===== config.mk =====
export PLATFORM = sky130hd
export DESIGN_NAME = radar_scan_sequencer
export DESIGN_NICKNAME = d
export VERILOG_FILES = /design/src/rtl/scan_pkg.sv /design/src/rtl/scan_phase_seq.sv /design/src/rtl/scan_wrap_ctr.sv /design/src/rtl/radar_scan_sequencer.sv
export SDC_FILE = /design/constraint.sdc
export NUM_CORES = 1
export LEC_CHECK = 0
export BUFFER_PORTS_ARGS = -buffer_cell sky130_fd_sc_hd__buf_4
export CORE_MARGIN = 4
export CORE_UTILIZATION = 54
export DETAILED_ROUTE_END_ITERATION = 7
export HOLD_SLACK_MARGIN = 0.06
export PLACE_DENSITY = 0.93
export SETUP_SLACK_MARGIN = 0.05
export SLEW_MARGIN = 15
export SYNTH_ARGS = -nofsm -noshare
export SYNTH_HDL_FRONTEND = slang
export SYNTH_SLANG_ARGS = --single-unit

===== constraint.sdc =====
create_clock -name clk -period 5.4 [get_ports clk]
set_input_delay 1.08 -clock clk [delete_from_list [all_inputs] [get_ports clk]]
set_output_delay 1.08 -clock clk [all_outputs]
set_load 0.03 [all_outputs]

===== src/rtl/scan_pkg.sv =====
package scan_pkg;

    localparam int DUR_W = 16;
    localparam int NPH   = 5;
    localparam logic [DUR_W-1:0] DUR_ONE = 1;

    typedef enum logic [1:0] {
        MODE_PASS   = 2'b00,
        MODE_AUTO   = 2'b01,
        MODE_SINGLE = 2'b10,
        MODE_HOLD   = 2'b11
    } mode_e;

    // Phase encoding doubles as the order within a chirp.
    typedef enum logic [2:0] {
        PH_IDLE     = 3'd0,
        PH_LONG_TX  = 3'd1,
        PH_LONG_RX  = 3'd2,
        PH_GUARD    = 3'd3,
        PH_SHORT_TX = 3'd4,
        PH_SHORT_RX = 3'd5
    } phase_e;

    typedef logic [NPH-1:0][DUR_W-1:0] dur_set_t;

    typedef struct packed {
        logic chirp;
        logic elev;
        logic azim;
    } evt_t;

    // First phase after cur with a nonzero length, or idle when none is left.
    function automatic phase_e next_phase(input phase_e cur, input dur_set_t d);
        phase_e r;
        r = PH_IDLE;
        for (int k = NPH; k >= 1; k--) begin
            if (k > int'(cur) && d[k-1] != '0) r = phase_e'(k);
        end
        return r;
    endfunction

    function automatic logic [DUR_W-1:0] phase_len(input phase_e p, input dur_set_t d);
        logic [DUR_W-1:0] r;
        r = '0;
        for (int k = 1; k <= NPH; k++) begin
            if (int'(p) == k) r = d[k-1];
        end
        return r;
    endfunction

    function automatic logic is_long(input phase_e p);
        return (p == PH_LONG_TX) || (p == PH_LONG_RX);
    endfunction

endpackage


===== src/rtl/scan_phase_seq.sv =====
module scan_phase_seq
    import scan_pkg::*;
(
    input  logic     clk,
    input  logic     rst,
    input  logic     start,
    input  dur_set_t durs,
    output phase_e   phase,
    output logic     fin
);

    logic [DUR_W-1:0] timer;
    phase_e           first_ph;
    phase_e           after_ph;
    logic             at_end;

    assign first_ph = next_phase(PH_IDLE, durs);
    assign after_ph = next_phase(phase, durs);
    assign at_end   = (phase != PH_IDLE) && (timer == '0);

    // Completion: last cycle of the last nonzero phase, or an empty chirp.
    assign fin = (at_end && after_ph == PH_IDLE) ||
                 (start && phase == PH_IDLE && first_ph == PH_IDLE);

    always_ff @(posedge clk) begin
        if (rst) begin
            phase <= PH_IDLE;
            timer <= '0;
        end else if (phase == PH_IDLE) begin
            if (start && first_ph != PH_IDLE) begin
                phase <= first_ph;
                timer <= phase_len(first_ph, durs) - DUR_ONE;
            end
        end else if (at_end) begin
            phase <= after_ph;
            if (after_ph != PH_IDLE) timer <= phase_len(after_ph, durs) - DUR_ONE;
        end else begin
            timer <= timer - DUR_ONE;
        end
    end

endmodule


===== src/rtl/scan_wrap_ctr.sv =====
module scan_wrap_ctr #(
    parameter int W = 6
) (
    input  logic         clk,
    input  logic         rst,
    input  logic         inc,
    input  logic [W:0]   limit,
    output logic [W-1:0] count,
    output logic         wrap
);

    localparam logic [W:0] STEP = 1;

    logic [W:0] nxt;

    assign nxt  = {1'b0, count} + STEP;
    assign wrap = inc && (nxt >= limit);

    always_ff @(posedge clk) begin
        if (rst)      count <= '0;
        else if (inc) count <= wrap ? '0 : nxt[W-1:0];
    end

endmodule


===== src/rtl/radar_scan_sequencer.sv =====
module radar_scan_sequencer
    import scan_pkg::*;
#(
    parameter int CNT_W         = 6,
    parameter int ELEV_PER_AZIM = 32,
    parameter int AZIM_PER_SCAN = 64
) (
    input  logic             clk,
    input  logic             rst,
    input  logic [1:0]       mode_sel,
    input  logic             trig,
    input  logic             ext_chirp,
    input  logic             ext_elev,
    input  logic             ext_azim,
    input  logic [DUR_W-1:0] cfg_long_tx,
    input  logic [DUR_W-1:0] cfg_long_rx,
    input  logic [DUR_W-1:0] cfg_guard,
    input  logic [DUR_W-1:0] cfg_short_tx,
    input  logic [DUR_W-1:0] cfg_short_rx,
    input  logic [CNT_W-1:0] cfg_chirps_per_elev,
    output logic             long_sel,
    output logic             chirp_pulse,
    output logic             elev_pulse,
    output logic             azim_pulse,
    output logic [CNT_W-1:0] chirp_cnt,
    output logic [CNT_W-1:0] elev_cnt,
    output logic [CNT_W-1:0] azim_cnt,
    output logic             scanning,
    output logic             scan_done
);

    localparam int NLVL = 3;

    dur_set_t durs;
    phase_e   phase;
    mode_e    req_mode;
    mode_e    act_mode;
    logic     idle;
    logic     start;
    logic     fwd;
    logic     seq_fin;
    evt_t     evt_q;
    logic     done_q;

    logic [NLVL-1:0]            lvl_inc;
    logic [NLVL-1:0]            lvl_wrap;
    logic [NLVL-1:0][CNT_W:0]   lvl_lim;
    logic [NLVL-1:0][CNT_W-1:0] lvl_cnt;

    assign durs = {cfg_short_rx, cfg_short_tx, cfg_guard, cfg_long_rx, cfg_long_tx};

    assign req_mode = mode_e'(mode_sel);
    assign idle     = (phase == PH_IDLE);
    assign start    = idle && ((req_mode == MODE_AUTO) ||
                               (req_mode == MODE_SINGLE && trig));
    assign fwd      = idle && (req_mode == MODE_PASS);

    scan_phase_seq u_seq (
        .clk   (clk),
        .rst   (rst),
        .start (start),
        .durs  (durs),
        .phase (phase),
        .fin   (seq_fin)
    );

    assign lvl_lim[0] = {1'b0, cfg_chirps_per_elev};
    assign lvl_lim[1] = (CNT_W+1)'(ELEV_PER_AZIM);
    assign lvl_lim[2] = (CNT_W+1)'(AZIM_PER_SCAN);

    genvar g;
    generate
        for (g = 0; g < NLVL; g++) begin : g_lvl
            if (g == 0) begin : g_head
                assign lvl_inc[g] = seq_fin;
            end else begin : g_link
                assign lvl_inc[g] = lvl_wrap[g-1];
            end
            scan_wrap_ctr #(.W(CNT_W)) u_ctr (
                .clk   (clk),
                .rst   (rst),
                .inc   (lvl_inc[g]),
                .limit (lvl_lim[g]),
                .count (lvl_cnt[g]),
                .wrap  (lvl_wrap[g])
            );
        end
    endgenerate

    always_ff @(posedge clk) begin
        if (rst) begin
            act_mode <= MODE_AUTO;
            evt_q    <= '0;
            done_q   <= 1'b0;
        end else begin
            if (idle) act_mode <= req_mode;
            evt_q.chirp <= start       | (fwd & ext_chirp);
            evt_q.elev  <= lvl_wrap[0] | (fwd & ext_elev);
            evt_q.azim  <= lvl_wrap[1] | (fwd & ext_azim);
            done_q      <= lvl_wrap[2];
        end
    end

    assign long_sel    = is_long(phase);
    assign chirp_pulse = evt_q.chirp;
    assign elev_pulse  = evt_q.elev;
    assign azim_pulse  = evt_q.azim;
    assign chirp_cnt   = lvl_cnt[0];
    assign elev_cnt    = lvl_cnt[1];
    assign azim_cnt    = lvl_cnt[2];
    assign scanning    = (act_mode == MODE_AUTO);
    assign scan_done   = done_q;

endmodule


---- Yosys cells after proc, flatten, opt, wreduce, memory -nomap -nowiden ----
Cells that the tools add are included.
storage, ports and cells
  bits in registers ....................... 43
  latch bits .............................. 0
  bits in writable memories ............... 0
  ROM bits ................................ 0
  bits of input ports ..................... 94
  output and inout bits ................... 24
  word-level logic and storage cells ...... 119
  memories kept ........................... 0
cells by class
  add/sub/neg operators ................... 6
  multipliers ............................. 0
  divide/modulo/power cells ............... 0
  $lt $le $gt $ge ......................... 8
  equality and inequality tests ........... 17
  shift operators ......................... 0
  mux-type cells .......................... 37
  bitwise operators ....................... 6
  reduce and logical (&&, ||, !) cells .... 35
operator list
  kind                   count
  $mux 16                21
  $reduce_bool 16->1     5
  $sub 16x1->16 const B  3
  $mux 3                 13
  $eq 3x3->1 const B     8
  $add 6x1->7 const B    3
  $mux 6                 3
  $logic_and 1x1->1      16
  $logic_not 16->1       1
  $eq 3x2->1 const B     3
  $logic_not 3->1        3
  $reduce_bool 3->1      3
  $ge 7x6->1             1
  $ge 7x6->1 const B     1
  $ge 7x7->1 const B     1
  $gt 2x3->1 const A     2
  $gt 3x3->1 const A     2
  $eq 2x1->1 const B     2
  $reduce_and 2->1       2
  $and 1x1->1            3
  $eq 3x1->1 const B     1
  $gt 1x3->1 const A     1
  $logic_or 1x1->1       3
  $ne 3x3->1 const B     1
  other kinds (5)        7

---- Logic depth before layout (Yosys ltp) ----
  depth in word-level cells ............... 21
  depth in mapped cells ................... 14
  depth with buffers taken out ............ 12

---- Hierarchy ----
A second synthesis with hierarchy kept.
second synthesis, totals
  cells, all modules ...................... 652
  area, all modules ....................... 4,904.7 um^2
modules (own cells, without submodules)
  module                instances  cells each  area each (um^2)  sequential area each (um^2)
  scan_phase_seq        1          443         3,109.2           380.4
  scan_wrap_ctr         3          59          500.5             120.1
  radar_scan_sequencer  1          32          294.0             120.1

---- Least setup slack after synthesis ----
OpenSTA, ideal clock, no wires.
  path type ............................... input-to-reg
  from .................................... input port cfg_guard[9]
  to ...................................... register u_seq.timer[14]
  library setup time ...................... 0.091 ns
  arrival time ............................ 4.131 ns
  required time ........................... 5.309 ns
  setup slack ............................. 1.178 ns
  cell stages on the path ................. 12
  buffers on the path ..................... 0
  path through ............................ or4_4 -> o41ai_4 -> o21ai_2 -> a221oi_1 -> o21ai_1 -> nand2_1 -> ha_1 -> inv_1 -> a221oi_2 -> nor3b_2 -> or4b_1 -> a311oi_1
on the way
  cells in the longest elaborated chain, start to end .. 19
  elaborated cells between the ends (all ways) .. 47
  those cells by class .................... add/sub (2); eq/ne (12); mux (27); reduce/logical (6)
RTL lines
  item                   line                        source
  from (decl)            radar_scan_sequencer.sv:17  input logic [DUR_W-1:0] cfg_guard,
  $reduce_bool 16->1     scan_pkg.sv:37              if (k > int'(cur) && d[k-1] != '0) r = phase_e'(k);
  $logic_and 1x1->1      scan_pkg.sv:37
  $mux 3 (3 in series)   scan_pkg.sv:37
  $eq 3x2->1             scan_pkg.sv:46              if (int'(p) == k) r = d[k-1];
  $mux 16 (5 in series)  scan_pkg.sv:46
  $mux 16                scan_phase_seq.sv:36        if (after_ph != PH_IDLE) timer <= phase_len(after_ph, durs) - DUR_ONE;
  $mux 16                scan_phase_seq.sv:34        end else if (at_end) begin
  $mux 16                scan_phase_seq.sv:29        end else if (phase == PH_IDLE) begin
  $mux 16                scan_phase_seq.sv:26        if (rst) begin
  $sub 16x1->16          scan_phase_seq.sv:36
  $mux 16                scan_phase_seq.sv:36
  $mux 16                scan_phase_seq.sv:34
  $mux 16                scan_phase_seq.sv:29
  to (signal assigned)   scan_phase_seq.sv:32        timer <= phase_len(first_ph, durs) - DUR_ONE;
  to (signal assigned)   scan_phase_seq.sv:36
  to (signal assigned)   scan_phase_seq.sv:38        timer <= timer - DUR_ONE;
  to (decl)              scan_phase_seq.sv:12        logic [DUR_W-1:0] timer;
Several ways; a longest one is shown, not always the timed one. The select of a mux whose other input is x is not followed.
A chain may end at the register's enable or synchronous reset.

---- Worst setup path after layout ----
  from .................................... input port cfg_long_tx[10]
  to ...................................... register u_seq.timer[14]
on the way
  cells in the longest elaborated chain, start to end .. 17
  elaborated cells between the ends (all ways) .. 43
  those cells by class .................... add/sub (2); eq/ne (12); mux (23); reduce/logical (6)
RTL lines
  item                   line                        source
  from (decl)            radar_scan_sequencer.sv:15  input logic [DUR_W-1:0] cfg_long_tx,
  $reduce_bool 16->1     scan_pkg.sv:37
  $logic_and 1x1->1      scan_pkg.sv:37
  $mux 3                 scan_pkg.sv:37
  $eq 3x2->1             scan_pkg.sv:46
  $mux 16 (5 in series)  scan_pkg.sv:46
  $mux 16                scan_phase_seq.sv:36
  $mux 16                scan_phase_seq.sv:34
  $mux 16                scan_phase_seq.sv:29
  $mux 16                scan_phase_seq.sv:26
  $sub 16x1->16          scan_phase_seq.sv:36
  $mux 16                scan_phase_seq.sv:36
  $mux 16                scan_phase_seq.sv:34
  $mux 16                scan_phase_seq.sv:29
Several ways; a longest one is shown, not always the timed one. The select of a mux whose other input is x is not followed.

==> results.json <==
{
  "status": "completed",
  "grt_max_degree": 44,
  "cts.sinks": 43,
  "synth-main-ff-cell": "dfxtp_1",
  "vias_per_cell": 7.03,
  "vdd_ir_drop_max_mv": 0.188,
  "finalClockSkew_ns": 0.0107,
  "die_area_sq_um": 9360,
  "dr.pass1.iters": 7,
  "seq_area_sq_um": 861,
  "synthesis.area_sq_um": 4260,
  "postRouteAntennaNets": 0,
  "drt-wirelength-per-cell_microns": 22.9,
  "crit_fanout": 8,
  "cts_tree": "built",
  "pin_count": 118,
  "ctsHoldBuffers": 0,
  "synthToLayoutAreaGrowth_pct": 27.1,
  "tightest_slew_ns": 1.07,
  "routed_wl_mm": 17.8,
  "p_sw_share_pct": 41.2,
  "max-slew-margin-rel_pct": 28.4,
  "grt_pass1_wl_mm": 27.4,
  "layout-drive-gt1-share_pct": 26.8,
  "ys_seq_elements": 43,
  "synth-warning-count": 0,
  "synth_cell_type_count": 80,
  "dp.cells": 769,
  "synth.avg_cell_area_sq_um": 7.64,
  "crit_path_start_kind": "input pin",
  "cp-end-kind": "flip-flop",
  "drc": 0,
  "p_sw_mw": 0.431,
  "p_per_area_nw_per_um2": 193,
  "hold_viol": 0,
  "power.internal_mw": 0.616,
  "arrival_ns": 4.72,
  "async_flop_share_pct": 0,
  "leakage_nw": 2.12,
  "grt_overflow": 0,
  "antenna_found_initial": 0,
  "num_rows": 32,
  "final.fill_count": 613,
  "r2r_setup_slack_ns": 1.31,
  "clock.fmax_ghz": 0.222,
  "syn_nets": 662,
  "setup_viol_count_final": 0,
  "cts_setup_buffers": 0,
  "instances_no_fill": 777,
  "final_util_pct": 70.4,
  "multi_input_area_sq_um": 3210,
  "rsz0062_at_grt": "no",
  "htree_levels": 2,
  "gp_congestion": 1.06,
  "hpwlAfterDp_mm": 14.0,
  "crit_required_ns": 5.62,
  "pwr-share-comb_pct": 42.6,
  "layout_min_cycle_time_ns": 4.50,
  "clk_latency_ns": 0.31,
  "cts-root-buf": "clkbuf_8",
  "start_util_pct": 55.4,
  "cts_resized": 0,
  "diodes": 0,
  "synth_edf_count": 0,
  "clk_pin_slew_ns": 0.09,
  "fin_tns_setup_ns": 0,
  "finalMaxSlewViolations": 0,
  "die_y_microns": 96.8,
  "vias": 5460,
  "total_power_mw": 1.05,
  "numCtsBuffers": 5,
  "drt-initial-drc-count": 773,
  "clock_power_share_pct": 20.8,
  "core-area_sq_um": 7690,
  "io_buffers": 117,
  "clockBufferDepth": 2,
  "die_w_microns": 96.8,
  "drv_cap": 0,
  "holdCritPathClass": "flip-flop to flip-flop",
  "crit_type": "input pin to flip-flop",
  "p_seq_share_pct": 36.6,
  "gr-usage-all-layers_pct": 35.6,
  "layout.nets": 779,
  "grt_pass1_vias": 5082,
  "syn_inst": 557,
  "whs_ns": 0.457,
  "fin_crit_sh_pct": 83.2,
  "yosysSeqAreaShare_pct": 20.2
}
cell usage after synthesis (all sizes together) (17+ instances only):
library cell / n / area [sq um]
a211oi: 18 / 140
a21oi: 30 / 154
clkbuf: 22 / 82.6
dfxtp: 43 / 861
inv: 19 / 71.3
nand2: 35 / 131
nand3: 31 / 160
nor2: 53 / 199
nor3: 25 / 135
nor4: 32 / 275
o21ai: 24 / 128
xnor2: 17 / 149
per-layer routing:
layer / vias to the layer above / wire, microns / track usage [%]
met4: 0 / 680 / 12.0
met3: 75 / 2070 / 8.00
met5: - / 0 / 0
met1: 2518 / 7120 / 47.5
met2: 434 / 7880 / 56.5
li1: 2433 / - / -
kinds of logic (layout without fill, tap and decap cells):
logic type                 after synthesis  after routing  synth area share (%)
AOI/OAI and AO/OA                      183            183                  32.8
xor gates and xnor gates                21             21                  4.32
adders and majority gates               11             11                  3.23
buffers and inverters                   48            166                  4.38
DFF                                     43             43                  20.2
muxes                                    7              7                  1.68
and+or+nand+nor                        244            244                  33.4
critical path, cell delays in order:
cell,delay (ns)
buf_4,0.12
nor4_1,0.71
nand4_1,0.24
a211o_1,0.45
o22ai_1,0.31
nand3_1,0.14
nand2_1,0.12
ha_1,0.18
inv_1,0.07
a221oi_2,0.26
nor3b_2,0.31
or4b_1,0.48
a311oi_1,0.25
placed cells by master, fill, tap and decap left out, types with 6 or more instances in the layout:
master    netlist  final
a22oi_1        10     10
a21oi_1        29     29
xnor2_1        17     17
dfxtp_1        43     43
and3_1          7      7
inv_1          19     19
nand2b_1        8      8
a21o_1         10     10
nor2_1         53     53
or4_1           7      7
ha_1           11     11
a311oi_1        9      9
o21ai_1         8      8
a41oi_1         6      6
o21ai_0        14     14
mux2i_1         6      6
nor2b_1         7      7
nor4_1         27     27
nand3_1        30     30
nand2_1        35     35
buf_4           0    139
a211oi_1       17     17
nor3_1         23     22
o31ai_1         6      6
worst paths after layout:
path                                from                           end  cells after the start
max                      cfg_long_tx[10]  u_seq.timer[14]$_SDFFE_PP0P_                     13
min             act_mode[1]$_SDFFE_PP0P_      act_mode[1]$_SDFFE_PP0P_                      2
max reg2reg  u_seq.phase[2]$_SDFFE_PP0P_  u_seq.timer[14]$_SDFFE_PP0P_                     11
min reg2reg     act_mode[1]$_SDFFE_PP0P_      act_mode[1]$_SDFFE_PP0P_                      2
power groups by stage:
stage          clock network, mW  registers, mW  logic (mW)
3_5_place_dp                   0          0.389       0.431
3_3_place_gp                   0          0.386       0.416
5_1_grt                    0.229          0.387       0.480
6_report                   0.217          0.383       0.446
2_1_floorplan                  0          0.377       0.260
4_1_cts                    0.219          0.382       0.433
state kept, by name, indices dropped and copies added, names as in the netlist:
| register | cells |
|---|---|
| g_lvl.u_ctr.count | 18 |
| u_seq.timer | 16 |
| u_seq.phase | 3 |
| act_mode | 2 |
| azim_pulse | 1 |
| chirp_pulse | 1 |
| elev_pulse | 1 |
| scan_done | 1 |
final cells by class:
cell class / count / share of cell area, %
Timing Repair Buffer: 139 / 19.3
Multi-Input combinational cell: 466 / 59.4
Clock buffer: 5 / 1.27
Clock inverter: 3 / 0.463
Sequential cell: 43 / 15.9
Tap cell: 102 / 2.36
Inverter: 19 / 1.32
through the flow:
step,cell area (sq um),setup slack [ns]
after global routing,5410,0.787
after detailed placement,5320,0.700
final,5410,0.905
after floorplan,4260,1.18
after global placement,5320,0.760
after CTS,5410,1.01
No activity file was read; power rests on OpenSTA's default activity.
